--- config.mk ---
export PLATFORM = sky130hd
export DESIGN_NAME = alu_exec_unit
export DESIGN_NICKNAME = d
export VERILOG_FILES = /design/src/rtl/alu_pkg.sv /design/src/rtl/alu_opnd_sel.sv /design/src/rtl/alu_addsub.sv /design/src/rtl/alu_shifter.sv /design/src/rtl/alu_exec_unit.sv
export SDC_FILE = /design/constraint.sdc
export NUM_CORES = 1
export LEC_CHECK = 0
export BUFFER_PORTS_ARGS = -buffer_cell sky130_fd_sc_hd__buf_2
export CORE_MARGIN = 2
export CORE_UTILIZATION = 56
export DETAILED_ROUTE_END_ITERATION = 10
export PLACE_DENSITY = 0.87
export REMOVE_ABC_BUFFERS = 1
export SLEW_MARGIN = 20
export SYNTH_ARGS = -nofsm -noshare
export SYNTH_HDL_FRONTEND = slang
export SYNTH_SLANG_ARGS = --single-unit
--- constraint.sdc ---
create_clock -name vclk -period 3.8
set_clock_uncertainty 0.05 [all_clocks]
set_input_delay 0.19 -clock vclk [all_inputs]
set_output_delay 0.19 -clock vclk [all_outputs]
set_load 0.03 [all_outputs]
--- src/rtl/alu_pkg.sv ---
package alu_pkg;

    typedef enum logic [5:0] {
        FN_NOP  = 6'b000000,
        FN_ADD  = 6'b000100,
        FN_SUB  = 6'b000110,
        FN_AND  = 6'b001000,
        FN_OR   = 6'b001001,
        FN_XOR  = 6'b001010,
        FN_SLL  = 6'b001100,
        FN_SRL  = 6'b001110,
        FN_SRA  = 6'b001111,
        FN_SEQ  = 6'b010000,
        FN_SNE  = 6'b010010,
        FN_SLT  = 6'b010100,
        FN_SLE  = 6'b010110,
        FN_SGT  = 6'b011000,
        FN_SGE  = 6'b011010,
        FN_LDHI = 6'b011011
    } alu_fn_e;

    typedef enum logic [2:0] {
        K_NONE, K_ARITH, K_LOGIC, K_SHIFT, K_CMP, K_LDHI
    } op_kind_e;

    typedef enum logic [1:0] {
        LG_AND, LG_OR, LG_XOR
    } logic_op_e;

    typedef enum logic [2:0] {
        REL_EQ, REL_NE, REL_LT, REL_LE, REL_GT, REL_GE
    } rel_e;

    typedef struct packed {
        op_kind_e  kind;
        logic      sub;
        logic_op_e lop;
        logic      sh_right;
        logic      sh_arith;
        rel_e      rel;
        logic      imm_sext;
    } alu_dec_t;

    function automatic alu_dec_t alu_decode(input logic [5:0] fn);
        alu_dec_t d;
        d = '{kind: K_NONE, sub: 1'b0, lop: LG_AND, sh_right: 1'b0,
              sh_arith: 1'b0, rel: REL_EQ, imm_sext: 1'b0};
        case (fn)
            FN_ADD:  begin d.kind = K_ARITH; d.imm_sext = 1'b1; end
            FN_SUB:  begin d.kind = K_ARITH; d.sub = 1'b1; d.imm_sext = 1'b1; end
            FN_AND:  begin d.kind = K_LOGIC; d.lop = LG_AND; end
            FN_OR:   begin d.kind = K_LOGIC; d.lop = LG_OR;  end
            FN_XOR:  begin d.kind = K_LOGIC; d.lop = LG_XOR; end
            FN_SLL:  d.kind = K_SHIFT;
            FN_SRL:  begin d.kind = K_SHIFT; d.sh_right = 1'b1; end
            FN_SRA:  begin d.kind = K_SHIFT; d.sh_right = 1'b1; d.sh_arith = 1'b1; end
            FN_SEQ:  begin d.kind = K_CMP; d.sub = 1'b1; d.imm_sext = 1'b1; d.rel = REL_EQ; end
            FN_SNE:  begin d.kind = K_CMP; d.sub = 1'b1; d.imm_sext = 1'b1; d.rel = REL_NE; end
            FN_SLT:  begin d.kind = K_CMP; d.sub = 1'b1; d.imm_sext = 1'b1; d.rel = REL_LT; end
            FN_SLE:  begin d.kind = K_CMP; d.sub = 1'b1; d.imm_sext = 1'b1; d.rel = REL_LE; end
            FN_SGT:  begin d.kind = K_CMP; d.sub = 1'b1; d.imm_sext = 1'b1; d.rel = REL_GT; end
            FN_SGE:  begin d.kind = K_CMP; d.sub = 1'b1; d.imm_sext = 1'b1; d.rel = REL_GE; end
            FN_LDHI: d.kind = K_LDHI;
            default: d.kind = K_NONE;
        endcase
        return d;
    endfunction

    function automatic logic rel_holds(input rel_e r, input logic lt, input logic eq);
        logic h;
        case (r)
            REL_EQ:  h = eq;
            REL_NE:  h = !eq;
            REL_LT:  h = lt;
            REL_LE:  h = lt | eq;
            REL_GT:  h = !(lt | eq);
            REL_GE:  h = !lt;
            default: h = 1'b0;
        endcase
        return h;
    endfunction

endpackage

--- src/rtl/alu_opnd_sel.sv ---
module alu_opnd_sel #(
    parameter int XLEN  = 32,
    parameter int IMM_W = 16
) (
    input  logic [XLEN-1:0]  reg_b,
    input  logic [IMM_W-1:0] imm,
    input  logic             use_imm,
    input  logic             sext,
    output logic [XLEN-1:0]  b_eff
);
    localparam int PAD_W = XLEN - IMM_W;

    logic [XLEN-1:0] imm_wide;

    assign imm_wide = {{PAD_W{imm[IMM_W-1] & sext}}, imm};
    assign b_eff    = use_imm ? imm_wide : reg_b;

    // a zero-extended immediate never carries bits above the field
    always_comb begin
        if (use_imm && !sext)
            a_r10_zext_upper: assert (b_eff[XLEN-1:IMM_W] == '0);
    end
endmodule

--- src/rtl/alu_addsub.sv ---
module alu_addsub #(
    parameter int XLEN = 32
) (
    input  logic [XLEN-1:0] a,
    input  logic [XLEN-1:0] b,
    input  logic            do_sub,
    output logic [XLEN-1:0] sum,
    output logic            ovf,
    output logic            lt,
    output logic            eq
);
    localparam int MSB = XLEN - 1;

    logic [XLEN-1:0] b_x;

    assign b_x = do_sub ? ~b : b;
    assign sum = a + b_x + {{(XLEN-1){1'b0}}, do_sub};
    assign ovf = (a[MSB] == b_x[MSB]) && (sum[MSB] != a[MSB]);
    assign lt  = sum[MSB] ^ ovf;
    assign eq  = (a == b);

    // signed less-than and equality cannot both hold
    always_comb begin
        if (do_sub)
            a_r8_lt_eq_exclusive: assert (!(lt && eq));
    end
endmodule

--- src/rtl/alu_shifter.sv ---
module alu_shifter #(
    parameter int XLEN = 32
) (
    input  logic [XLEN-1:0]         data,
    input  logic [$clog2(XLEN)-1:0] amt,
    input  logic                    right,
    input  logic                    arith,
    output logic [XLEN-1:0]         out
);
    localparam int SHW = $clog2(XLEN);

    logic [XLEN-1:0] stg_l [0:SHW];
    logic [XLEN-1:0] stg_r [0:SHW];
    logic            fill;

    assign fill     = arith & data[XLEN-1];
    assign stg_l[0] = data;
    assign stg_r[0] = data;

    for (genvar i = 0; i < SHW; i++) begin : g_stage
        localparam int SH = 1 << i;
        assign stg_l[i+1] = amt[i] ? {stg_l[i][XLEN-1-SH:0], {SH{1'b0}}} : stg_l[i];
        assign stg_r[i+1] = amt[i] ? {{SH{fill}}, stg_r[i][XLEN-1:SH]}   : stg_r[i];
    end

    assign out = right ? stg_r[SHW] : stg_l[SHW];

    // a zero shift amount passes the operand unchanged
    always_comb begin
        if (amt == '0)
            a_r5_amt_zero_pass: assert (out == data);
    end
endmodule

--- src/rtl/alu_exec_unit.sv ---
module alu_exec_unit
    import alu_pkg::*;
#(
    parameter int XLEN  = 32,
    parameter int IMM_W = 16
) (
    input  logic [XLEN-1:0]  opnd_a,
    input  logic [XLEN-1:0]  opnd_b,
    input  logic [5:0]       func_code,
    input  logic [IMM_W-1:0] imm_val,
    input  logic             imm_sel,
    output logic [XLEN-1:0]  result,
    output logic             ovf_trap
);
    localparam int SHW   = $clog2(XLEN);
    localparam int LOW_W = XLEN - IMM_W;

    alu_dec_t        dec;
    logic [XLEN-1:0] b_eff;
    logic [XLEN-1:0] sum;
    logic [XLEN-1:0] sh_out;
    logic            as_ovf;
    logic            lt;
    logic            eq;

    assign dec = alu_decode(func_code);

    alu_opnd_sel #(.XLEN(XLEN), .IMM_W(IMM_W)) u_opnd (
        .reg_b   (opnd_b),
        .imm     (imm_val),
        .use_imm (imm_sel),
        .sext    (dec.imm_sext),
        .b_eff   (b_eff)
    );

    alu_addsub #(.XLEN(XLEN)) u_addsub (
        .a      (opnd_a),
        .b      (b_eff),
        .do_sub (dec.sub),
        .sum    (sum),
        .ovf    (as_ovf),
        .lt     (lt),
        .eq     (eq)
    );

    alu_shifter #(.XLEN(XLEN)) u_shift (
        .data  (opnd_a),
        .amt   (b_eff[SHW-1:0]),
        .right (dec.sh_right),
        .arith (dec.sh_arith),
        .out   (sh_out)
    );

    always_comb begin
        result   = '0;
        ovf_trap = 1'b0;
        case (dec.kind)
            K_ARITH: begin
                result   = sum;
                ovf_trap = as_ovf;
            end
            K_LOGIC: begin
                case (dec.lop)
                    LG_AND:  result = opnd_a & b_eff;
                    LG_OR:   result = opnd_a | b_eff;
                    LG_XOR:  result = opnd_a ^ b_eff;
                    default: result = '0;
                endcase
            end
            K_SHIFT: result = sh_out;
            K_CMP:   result = {{(XLEN-1){1'b0}}, rel_holds(dec.rel, lt, eq)};
            K_LDHI:  result = {imm_val, {LOW_W{1'b0}}};
            default: result = '0;
        endcase
    end

    always_comb begin
        // the trap only ever accompanies add or subtract
        if (ovf_trap)
            a_r3_ovf_arith_only: assert (func_code == FN_ADD || func_code == FN_SUB);
        // compares produce a single-bit value
        if (dec.kind == K_CMP)
            a_r7_cmp_boolean: assert (result[XLEN-1:1] == '0);
        // load-upper leaves the low half clear
        if (func_code == FN_LDHI)
            a_r11_low_clear: assert (result[LOW_W-1:0] == '0);
        // idle and unknown codes are silent
        if (dec.kind == K_NONE)
            a_r12_idle_silent: assert (result == '0 && !ovf_trap);
    end
endmodule

==> results of run 1 <==
-- metal layers --
layer / track usage [%] / overflow
met1: 66.0 / 0
met2: 82.2 / 2
met3: 49.6 / 0
met4: 63.4 / 2
met5: 38.2 / 0
-- repair_timing --
item / CTS
gates resized for setup: 43
pin swaps: 17
endpoints found under the setup margin: 19
hold buffers: 0
setup buffers: 12
-- cells in the mapped netlist (3+ instances only) --
master / count / area, um2
nor2_1: 143 / 537
mux2i_1: 126 / 1260
nand2_1: 123 / 462
o21ai_0: 108 / 541
a21oi_1: 97 / 485
ha_1: 95 / 1190
inv_1: 89 / 334
clkbuf_1: 58 / 218
a211oi_1: 42 / 315
xor2_1: 29 / 254
xnor2_1: 27 / 236
nor3_1: 25 / 125
nand3_1: 24 / 120
a31oi_1: 23 / 144
a21o_1: 16 / 120
buf_1: 15 / 56.3
buf_2: 15 / 75.1
nor4_1: 14 / 87.6
o211ai_1: 13 / 97.6
o22ai_1: 13 / 81.3
nand4_1: 12 / 75.1
a221oi_1: 10 / 87.6
o21a_1: 9 / 67.6
o221ai_1: 9 / 78.8
o31ai_1: 7 / 52.6
a211o_1: 6 / 52.6
a22oi_1: 6 / 45.0
a311oi_1: 6 / 52.6
and3_1: 6 / 37.5
nor2b_1: 6 / 37.5
o21bai_1: 6 / 45.0
a2111oi_0: 5 / 43.8
a311o_1: 5 / 50.1
and2_1: 5 / 31.3
nand2b_1: 5 / 31.3
mux4_2: 4 / 90.1
or3_1: 4 / 25.0
o32ai_1: 3 / 26.3
or4_1: 3 / 22.5
-- through the flow --
step | worst slack, ps | instances
2_1_floorplan | -2930 | 1159
3_3_place_gp | -220 | 1643
3_5_place_dp | -306 | 1643
4_1_cts | -19.5 | 1655
-- logic make-up after synthesis --
group / Yosys count / synth area share (%)
XOR/XNOR: 56 / 6.09
AO/OA/AOI/OAI: 405 / 32.2
adder cells (fa/ha/maj): 96 / 15.0
buffers and inverters: 182 / 8.81
AND/OR/NAND/NOR: 376 / 20.4
multiplexers: 134 / 17.5
==> metrics.yaml, run 1 <==
grtUsageTotal_pct: 66.0
haltStage: "global routing"
yosys_warnings: 0
place_congestion: 1.34
ioPinCount: 120
error: "[ERROR GRT-0232] Routing congestion too high. Check the congestion heatmap in the GUI."
grt_max_degree: 57
dieWidth_um: 124
portBuffers: 120
yosysSeqAreaShare_pct: 0
grt-worst-endpoint: "result[0]"
avgSynthCellArea_um2: 6.45
worstEndpointType: "top-level output"
netlist_area_um2: 8060
placed_area_um2: 10000
syn_inst: 1249
status: "did not finish"
die_y_um: 124
dp_hpwl_um: 28400
ys_types: 65
grt_remaining_overflow: 4
rows: 43
start_util_pct: 57.6
==> run 2: changes to the inputs <==
Settings changed: CORE_UTILIZATION 56 to 40, PLACE_DENSITY 0.87 to not set, PLACE_DENSITY_LB_ADDON set to 0.15.
Clock period 3.8 ns to 4.9 ns, I/O delays scaled along.
==> run 2 against run 1 <==
  * The flow now finishes without violations
  * Synthesized area stayed put
  * Synthesized cell count stayed put
==> metrics.yaml, run 2 <==
grt_max_degree: 56
yosysSeqAreaShare_pct: 0  # unchanged
place_congestion: 1.08  # was 1.34
netlist_area_um2: 8060  # unchanged
diodes: 0
grt_pass1_wl_um: 57500
fin_crit_sh_pct: 93.8
stdcell_area_um2: 9030
m1WireLength_um: 15600
syn_inst: 1249  # unchanged
rows: 51  # was 43
layout-drive-gt1-share_pct: 14.3
final_common_cell: "nor2_1"
total_power_mw: 1.26
holdPathStages: 4
coreArea_um2: 19600
fmax_mhz: 218
final_util_pct: 46.1
critPathTopFamily: "compound AO/OA/AOI/OAI gates"
clkbuf_count: 0
via_per_inst: 6.35
crit_path_start_kind: "input pin"
instances_no_fill: 1587
first_pass_iters: 6
finalSetupTns_ps: 0
ioPinCount: 120  # unchanged
portBuffers: 120  # unchanged
p_leak_nw: 4.34
grt_remaining_overflow: 0
dp.cells: 1587  # was 1643
synth_top_area_share_pct: 15.7  # unchanged
route.vias.total: 10100
cp_max_fo: 14
placed_area_um2: 9030  # was 10000 um2
start_util_pct: 41.1  # was 57.6%
avgSynthCellArea_um2: 6.45  # unchanged
worst-path-buf-inv: 3
antenna_found_initial: 2
grt_setup_unrepaired: "no"
antenna_left: 0
worst_ir_drop_vdd_v: 0.0000901
critical_path_depth: 16
ctsResizeCount: 0  # was 43
min_path_type: "in2out"
hold_viol_final: 0
drc: 0
dpl_worst_slack_ps: 383  # was -306 ps
cap_violations: 0
die_y_um: 146  # was 124 um
fillerInstances: 2159
met3WireLength_um: 4180
final_net_count: 1507
top_layer: "met4"
holdBufCountCts: 0  # unchanged
critPathRequiredTime_ps: 4610
dieWidth_um: 146  # was 124 um
status: "finished clean"  # was did not finish
area_growth_pct: 12.1
grt_pass1_vias: 9438
drv_slew: 0
arrival_ps: 4300
wl_met2_um: 17000
endpoint_kind: "output port"
regArea_um2: 0
synth_most_common_cell: "nor2_1"  # unchanged
worstMarginPinSlew_ps: 872
synthTopCellsByCount: "nor2_1 (143), mux2i_1 (126), nand2_1 (123)"  # unchanged
post_cts_buffers: 0  # was 12
avgRoutedWirePerCell_um: 24.2
final_cell_mix: "nor2_1 (141), mux2i_1 (123), nand2_1 (123), buf_2 (120), o21ai_0 (108)"
yosys_warnings: 0  # unchanged
path_class: "in2out"
die_area_um2: 21300
min_to: "result[25]"
yosys.area.top_type: "mux2i_1"  # unchanged
cp_slowest_cell: "or4_1"
setup-violations-final: 0
slew_headroom_pct: 40.3
grtUsageTotal_pct: 34.4
setup_slack_ps: 304
fin_crit_ps: 4600
drt_iter0_markers: 1006
powerDensity_nw_per_um2: 139
hold_path.startpoint: "imm_val[9]"
holdWs_ps: 897
seq_cells: 0
routed_wl_um: 38300
dp_hpwl_um: 30200  # was 28400 um
ys_types: 65  # unchanged
max_stage_delay_ps: 470
synthTopCellsByArea: "mux2i_1 (16%), ha_1 (15%), o21ai_0 (6.7%)"  # unchanged
worstPathCellList: "buf_2, a211o_1, nor2_4, buf_4, xnor2_1, ha_1, o21a_1, a21oi_1, o31ai_1, or4_1, a31oi_1, nor2_1, a311o_1, xor2_1, a211o_1, buf_2"
[run 2: cell counts after synthesis]
No cell type changed its count.
[run 2: cell type report]
type	count	area [um2]	share of cell area [%]
multi-input cells	1067	7410	82.0
well taps	265	332	3.67
inverters	92	345	3.82
repair buffers	163	948	10.5
[run 2: cells by family (layout without fill, tap and decap cells)]
group | count (synthesis) | in the layout | synth area share [%]
AND/OR/NAND/NOR | 376 | 376 | 20.4
adder cells (fa/ha/maj) | 96 | 96 | 15.0
multiplexers | 134 | 134 | 17.5
AO/OA/AOI/OAI | 405 | 405 | 32.2
buffers and inverters | 182 | 255 | 8.81
XOR/XNOR | 56 | 56 | 6.09
[run 2: worst min-delay path: stages]
cell and delay [ps]:
buf_2 100, a221oi_1 70, o21ai_0 80, buf_2 200
[run 2: power breakdown]
group | leakage (nW) | internal (mW) | switching [mW]
logic | 4.34 | 0.452 | 0.805
registers | 0 | 0 | 0
clock network | 0 | 0 | 0
total | 4.34 | 0.452 | 0.805
[run 2: worst max-delay path by stage]
stage,startpoint,end,slack (ps)
6_report,func_code[3],result[27],300
5_1_grt,func_code[3],result[27],130
4_1_cts,func_code[3],result[27],350
3_5_place_dp,func_code[3],result[27],380
3_3_place_gp,func_code[3],result[27],420
2_1_floorplan,imm_sel,result[12],-1940
[run 2: metal layers]
metal,global-route usage (%),vias up
li1,-,4712
met1,46.6,4680
met2,55.7,610
met3,4.95,80
met4,12.0,0
met5,0,-
Note: power is estimated with default switching activity, not from simulation.
==> run 3: changes to the inputs <==
--- a/config.mk
+++ b/config.mk
@@ -10,4 +10,5 @@
 export CORE_UTILIZATION = 40
 export DETAILED_ROUTE_END_ITERATION = 10
+export GPL_TIMING_DRIVEN = 0
 export PLACE_DENSITY_LB_ADDON = 0.15
 export REMOVE_ABC_BUFFERS = 1
==> constraint.sdc (replaced) <==
create_clock -name vclk -period 4.9
set_clock_uncertainty 0.05 [all_clocks]
set_input_delay 0.49 -clock vclk [all_inputs]
set_output_delay 0.49 -clock vclk [all_outputs]
set_load 0.03 [all_outputs]
==> run 3 against run 2 <==
  * Via count increased by 1.5%
  * Combinational power increased by 10%
  * Die area unchanged
  * Flip-flop and latch count unchanged
  * Global-route usage decreased by 1.4 points
  * First-iteration DRC count increased by 19%
  * Critical path type unchanged
  * Largest cell class unchanged
==> metrics.yaml, run 3 (synthesis results as in run 2) <==
first_pass_iters: 7  # was 6
grt_max_degree: 72  # was 56
ioPinCount: 120  # unchanged
regArea_um2: 0  # unchanged
drv_slew: 0  # unchanged
avgRoutedWirePerCell_um: 23.8  # was 24.2 um
min_path_type: "in2out"  # unchanged
dpl_worst_slack_ps: -1570  # was 383 ps
cp_max_fo: 15  # was 14
grt_pass1_wl_um: 55400  # was 57500 um
slew_headroom_pct: 20.7  # was 40.3%
setup-violations-final: 0  # unchanged
clkbuf_count: 0  # unchanged
fillerInstances: 2033  # was 2159
dieWidth_um: 146  # unchanged
final_net_count: 1527  # was 1507
antenna_left: 0  # unchanged
path_class: "in2out"  # unchanged
setup_slack_ps: 41.9  # was 304 ps
final_cell_mix: "nor2_1 (139), mux2i_1 (123), nand2_1 (122), buf_2 (118), o21ai_0 (103)"  # was nor2_1 (141), mux2i_1 (123), nand2_1 (123), buf_2 (120), o21ai_0 (108)
finalSetupTns_ps: 0  # unchanged
holdBufCountCts: 0  # unchanged
antenna_found_initial: 1  # was 2
fin_crit_ps: 4860  # was 4600 ps
die_area_um2: 21300  # unchanged
portBuffers: 120  # unchanged
diodes: 0  # unchanged
fin_crit_sh_pct: 99.1  # was 93.8%
hold_viol_final: 0  # unchanged
coreArea_um2: 19600  # unchanged
arrival_ps: 4320  # was 4300 ps
grt_pass1_vias: 9250  # was 9438
rows: 51  # unchanged
p_leak_nw: 4.62  # was 4.34 nW
drt_iter0_markers: 1197  # was 1006
routed_wl_um: 38200  # was 38300 um
powerDensity_nw_per_um2: 141  # was 139 nW/um2
worst_ir_drop_vdd_v: 0.0000599  # was 0.0000901 V
crit_path_start_kind: "input pin"  # unchanged
worstMarginPinSlew_ps: 1190  # was 872 ps
place_congestion: 1.05  # was 1.08
drc: 0  # unchanged
status: "finished clean"  # unchanged
critPathRequiredTime_ps: 4360  # was 4610 ps
holdWs_ps: 1390  # was 897 ps
dp_hpwl_um: 28800  # was 30200 um
grt_remaining_overflow: 0  # unchanged
via_per_inst: 6.37  # was 6.35
endpoint_kind: "output port"  # unchanged
seq_cells: 0  # unchanged
start_util_pct: 41.1  # unchanged
route.vias.total: 10200  # was 10100
final_common_cell: "nor2_1"  # unchanged
fmax_mhz: 206  # was 218 MHz
final_util_pct: 50.0  # was 46.1%
area_growth_pct: 21.7  # was 12.1%
die_y_um: 146  # unchanged
grtUsageTotal_pct: 33.0  # was 34.4%
cap_violations: 0  # unchanged
layout-drive-gt1-share_pct: 18.0  # was 14.3%
==> run 3: cell count changes in the layout (fill, tap and decap cells not counted), sizes merged <==
cell,delta
buf,+16
clkbuf,+4
==> run 3: critical path: stages <==
cell       delay, ps
buf_16           140
a211o_1          330
nor2_4           190
clkbuf_16        190
buf_8            130
xnor2_1           90
ha_1             370
o21a_1           250
a21oi_2          190
o31ai_2          100
or4_4            500
a31oi_4          200
nor2_4            70
a311o_1          400
xor2_1           200
a211o_1          310
buf_6            150
==> run 3: power by group <==
part	total, mW	internal (mW)	switching [mW]	leakage (nW)
Combinational	1.39	0.542	0.844	4.62
Sequential	0	0	0	0
Clock	0	0	0	0
Total	1.39	0.542	0.844	4.62
==> run 3: final cells by class <==
type                       count  area (um2)  area share, %
multi-input combinational   1067        7610           77.6
inverter                      92         363           3.70
timing repair buffer         183        1500           15.3
tap                          265         332           3.38
==> run 3: metal layers <==
layer | GRT usage [%] | routed length (um)
met4 | 10.7 | 1520
met3 | 4.26 | 4040
met2 | 53.1 | 16900
met5 | 0 | 13
met1 | 45.5 | 15700
==> run 3: repair_timing <==
action                     CTS  global route
setup endpoints to repair   31            16
gates cloned                 0             3
setup buffers                8            34
gates resized for setup     26            40
pin swaps                    5            23
==> run 3: worst paths after layout <==
path,from,end,slack [ps],cells after the start
max,func_code[0],result[27],40,17
min,imm_val[9],result[25],1390,4
==> run 3: through the flow <==
step                power, mW  std cells  instance area [um2]
floorplan               0.820       1159                 7690
global placement         1.19       1544                 8620
detailed placement       1.24       1564                 9120
CTS                      1.27       1572                 9310
global route             1.49       1607                 9800
finish                   1.39       1607                 9800
==> run 4: changes to the inputs <==
Settings changed: SETUP_SLACK_MARGIN set to 0.05.
==> run 4 against run 3 <==
  * Non-clock buffer count down 4
  * Die area is the same
  * Fmax grew 1.2%
  * Clock-buffer cell count unchanged
  * First-iteration DRC count down 7.4%
  * Core utilization fell by 0.29 points
  * Combinational power barely moved
  * Critical endpoint unchanged
  * Critical path depth unchanged
  * Final cell count shrank 0.25%
==> metrics.yaml, run 4 (synthesis results as in run 2) <==
portBuffers: 120  # unchanged
ioPinCount: 120  # unchanged
multiInputGateArea_um2: 7620  # was 7610 um2
die_y_um: 146  # unchanged
drv_slew: 0  # unchanged
critPathRequiredTime_ps: 4360  # about the same
coreArea_um2: 19600  # unchanged
start_util_pct: 41.1  # unchanged
via_per_inst: 6.40  # was 6.37
worstPathCellList: "buf_2, a211o_1, nor2_4, clkbuf_16, buf_12, xnor2_1, ha_1, a211o_1, a21oi_2, o31ai_1, or4_4, a31oi_4, nor2_4, a311o_1, xor2_1, a211o_1, buf_4"  # was buf_16, a211o_1, nor2_4, clkbuf_16, buf_8, xnor2_1, ha_1, o21a_1, a21oi_2, o31ai_2, or4_4, a31oi_4, nor2_4, a311o_1, xor2_1, a211o_1, buf_6
grt_setup_unrepaired: "yes"
routed_wl_um: 37800  # was 38200 um
route.vias.total: 10300  # was 10200
powerDensity_nw_per_um2: 141  # about the same
max_stage_delay_ps: 500  # about the same
setup-violations-final: 0  # unchanged
fin_crit_sh_pct: 98.0  # was 99.1%
regArea_um2: 0  # unchanged
endpoint_kind: "output port"  # unchanged
area_growth_pct: 21.0  # was 21.7%
setup_slack_ps: 98.1  # was 41.9 ps
fillerInstances: 2051  # was 2033
worst-path-buf-inv: 4  # unchanged
cap_violations: 0  # unchanged
crit_path_start_kind: "input pin"  # unchanged
path_class: "in2out"  # unchanged
p_leak_nw: 4.59  # was 4.62 nW
crit_path_frequent_cell: "a211o_1"
slew_headroom_pct: 23.0  # was 20.7%
drc: 0  # unchanged
antenna_left: 0  # unchanged
seq_cells: 0  # unchanged
die_area_um2: 21300  # unchanged
grt_remaining_overflow: 0  # unchanged
fin_crit_ps: 4800  # was 4860 ps
avgRoutedWirePerCell_um: 23.6  # was 23.8 um
final_cell_mix: "nor2_1 (138), mux2i_1 (123), nand2_1 (122), buf_2 (116), o21ai_0 (103)"  # was nor2_1 (139), mux2i_1 (123), nand2_1 (122), buf_2 (118), o21ai_0 (103)
worstMarginPinSlew_ps: 1150  # was 1190 ps
total_power_mw: 1.38  # was 1.39 mW
first_pass_iters: 8  # was 7
final_common_cell: "nor2_1"  # unchanged
arrival_ps: 4260  # was 4320 ps
dpl_worst_slack_ps: -1570  # unchanged
finalSetupTns_ps: 0  # unchanged
grt_max_degree: 72  # unchanged
antenna_found_initial: 1  # unchanged
cp_slowest_cell: "or4_4"  # unchanged
fmax_mhz: 208  # was 206 MHz
min_path_type: "in2out"  # unchanged
dp_hpwl_um: 28800  # unchanged
diodes: 0  # unchanged
rows: 51  # unchanged
hold_viol_final: 0  # unchanged
dieWidth_um: 146  # unchanged
critPathTopFamily: "compound AO/OA/AOI/OAI gates"  # unchanged
clkbuf_count: 0  # unchanged
final_net_count: 1523  # was 1527
grt_pass1_wl_um: 55500  # was 55400 um
drt_iter0_markers: 1109  # was 1197
holdBufCountCts: 0  # unchanged
cp_max_fo: 7  # was 15
grtUsageTotal_pct: 33.1  # was 33.0%
worst_ir_drop_vdd_v: 0.0000592  # was 0.0000599 V
grt_pass1_vias: 9275  # was 9250
place_congestion: 1.05  # unchanged
status: "finished clean"  # unchanged
layout-drive-gt1-share_pct: 17.8  # was 18.0%
[run 4: cell types whose count changed in the layout (fill, tap and decap cells not counted), sizes merged]
cell  before  now
buf      179  175
[run 4: per-stage QoR]
step / area [um2] / util [%] / hold WS, ps / instances
floorplan: 7690 / - / 1160 / 1159
global placement: 8620 / 44.0 / 1390 / 1544
detailed placement: 9120 / 46.6 / 1380 / 1564
CTS: 9390 / 48.0 / 1390 / 1579
global route: 9750 / 49.7 / 1450 / 1603
finish: 9750 / 49.7 / 1400 / 1603
[run 4: final timing paths]
| path | from | end | slack, ps | cells after the start |
|---|---|---|---|---|
| max | func_code[5] | result[27] | 100 | 17 |
| min | imm_val[9] | result[25] | 1400 | 4 |
[run 4: cell type report]
cell class | count | share of cell area, %
Multi-Input combinational cell | 1067 | 78.1
Timing Repair Buffer | 179 | 14.7
Inverter | 92 | 3.72
Tap cell | 265 | 3.40
[run 4: where the power goes]
part / switching, mW / internal [mW]
combinational: 0.840 / 0.536
clock: 0 / 0
sequential: 0 / 0
total: 0.840 / 0.536
[run 4: repair_timing]
| item | CTS | global route |
|---|---|---|
| pin swaps | 7 | 18 |
| buffers inserted | 15 | 24 |
| endpoints found under the setup margin | 31 | 18 |
| resized for setup | 29 | 38 |
| cloned | 0 | 2 |
[run 4: metal layers]
metal,vias up,GRT usage [%],share of wire [%]
met5,-,0,0.034
met4,2,10.4,3.7
met3,71,4.29,10
met2,543,53.5,44
met1,4891,45.5,42
li1,4745,-,-
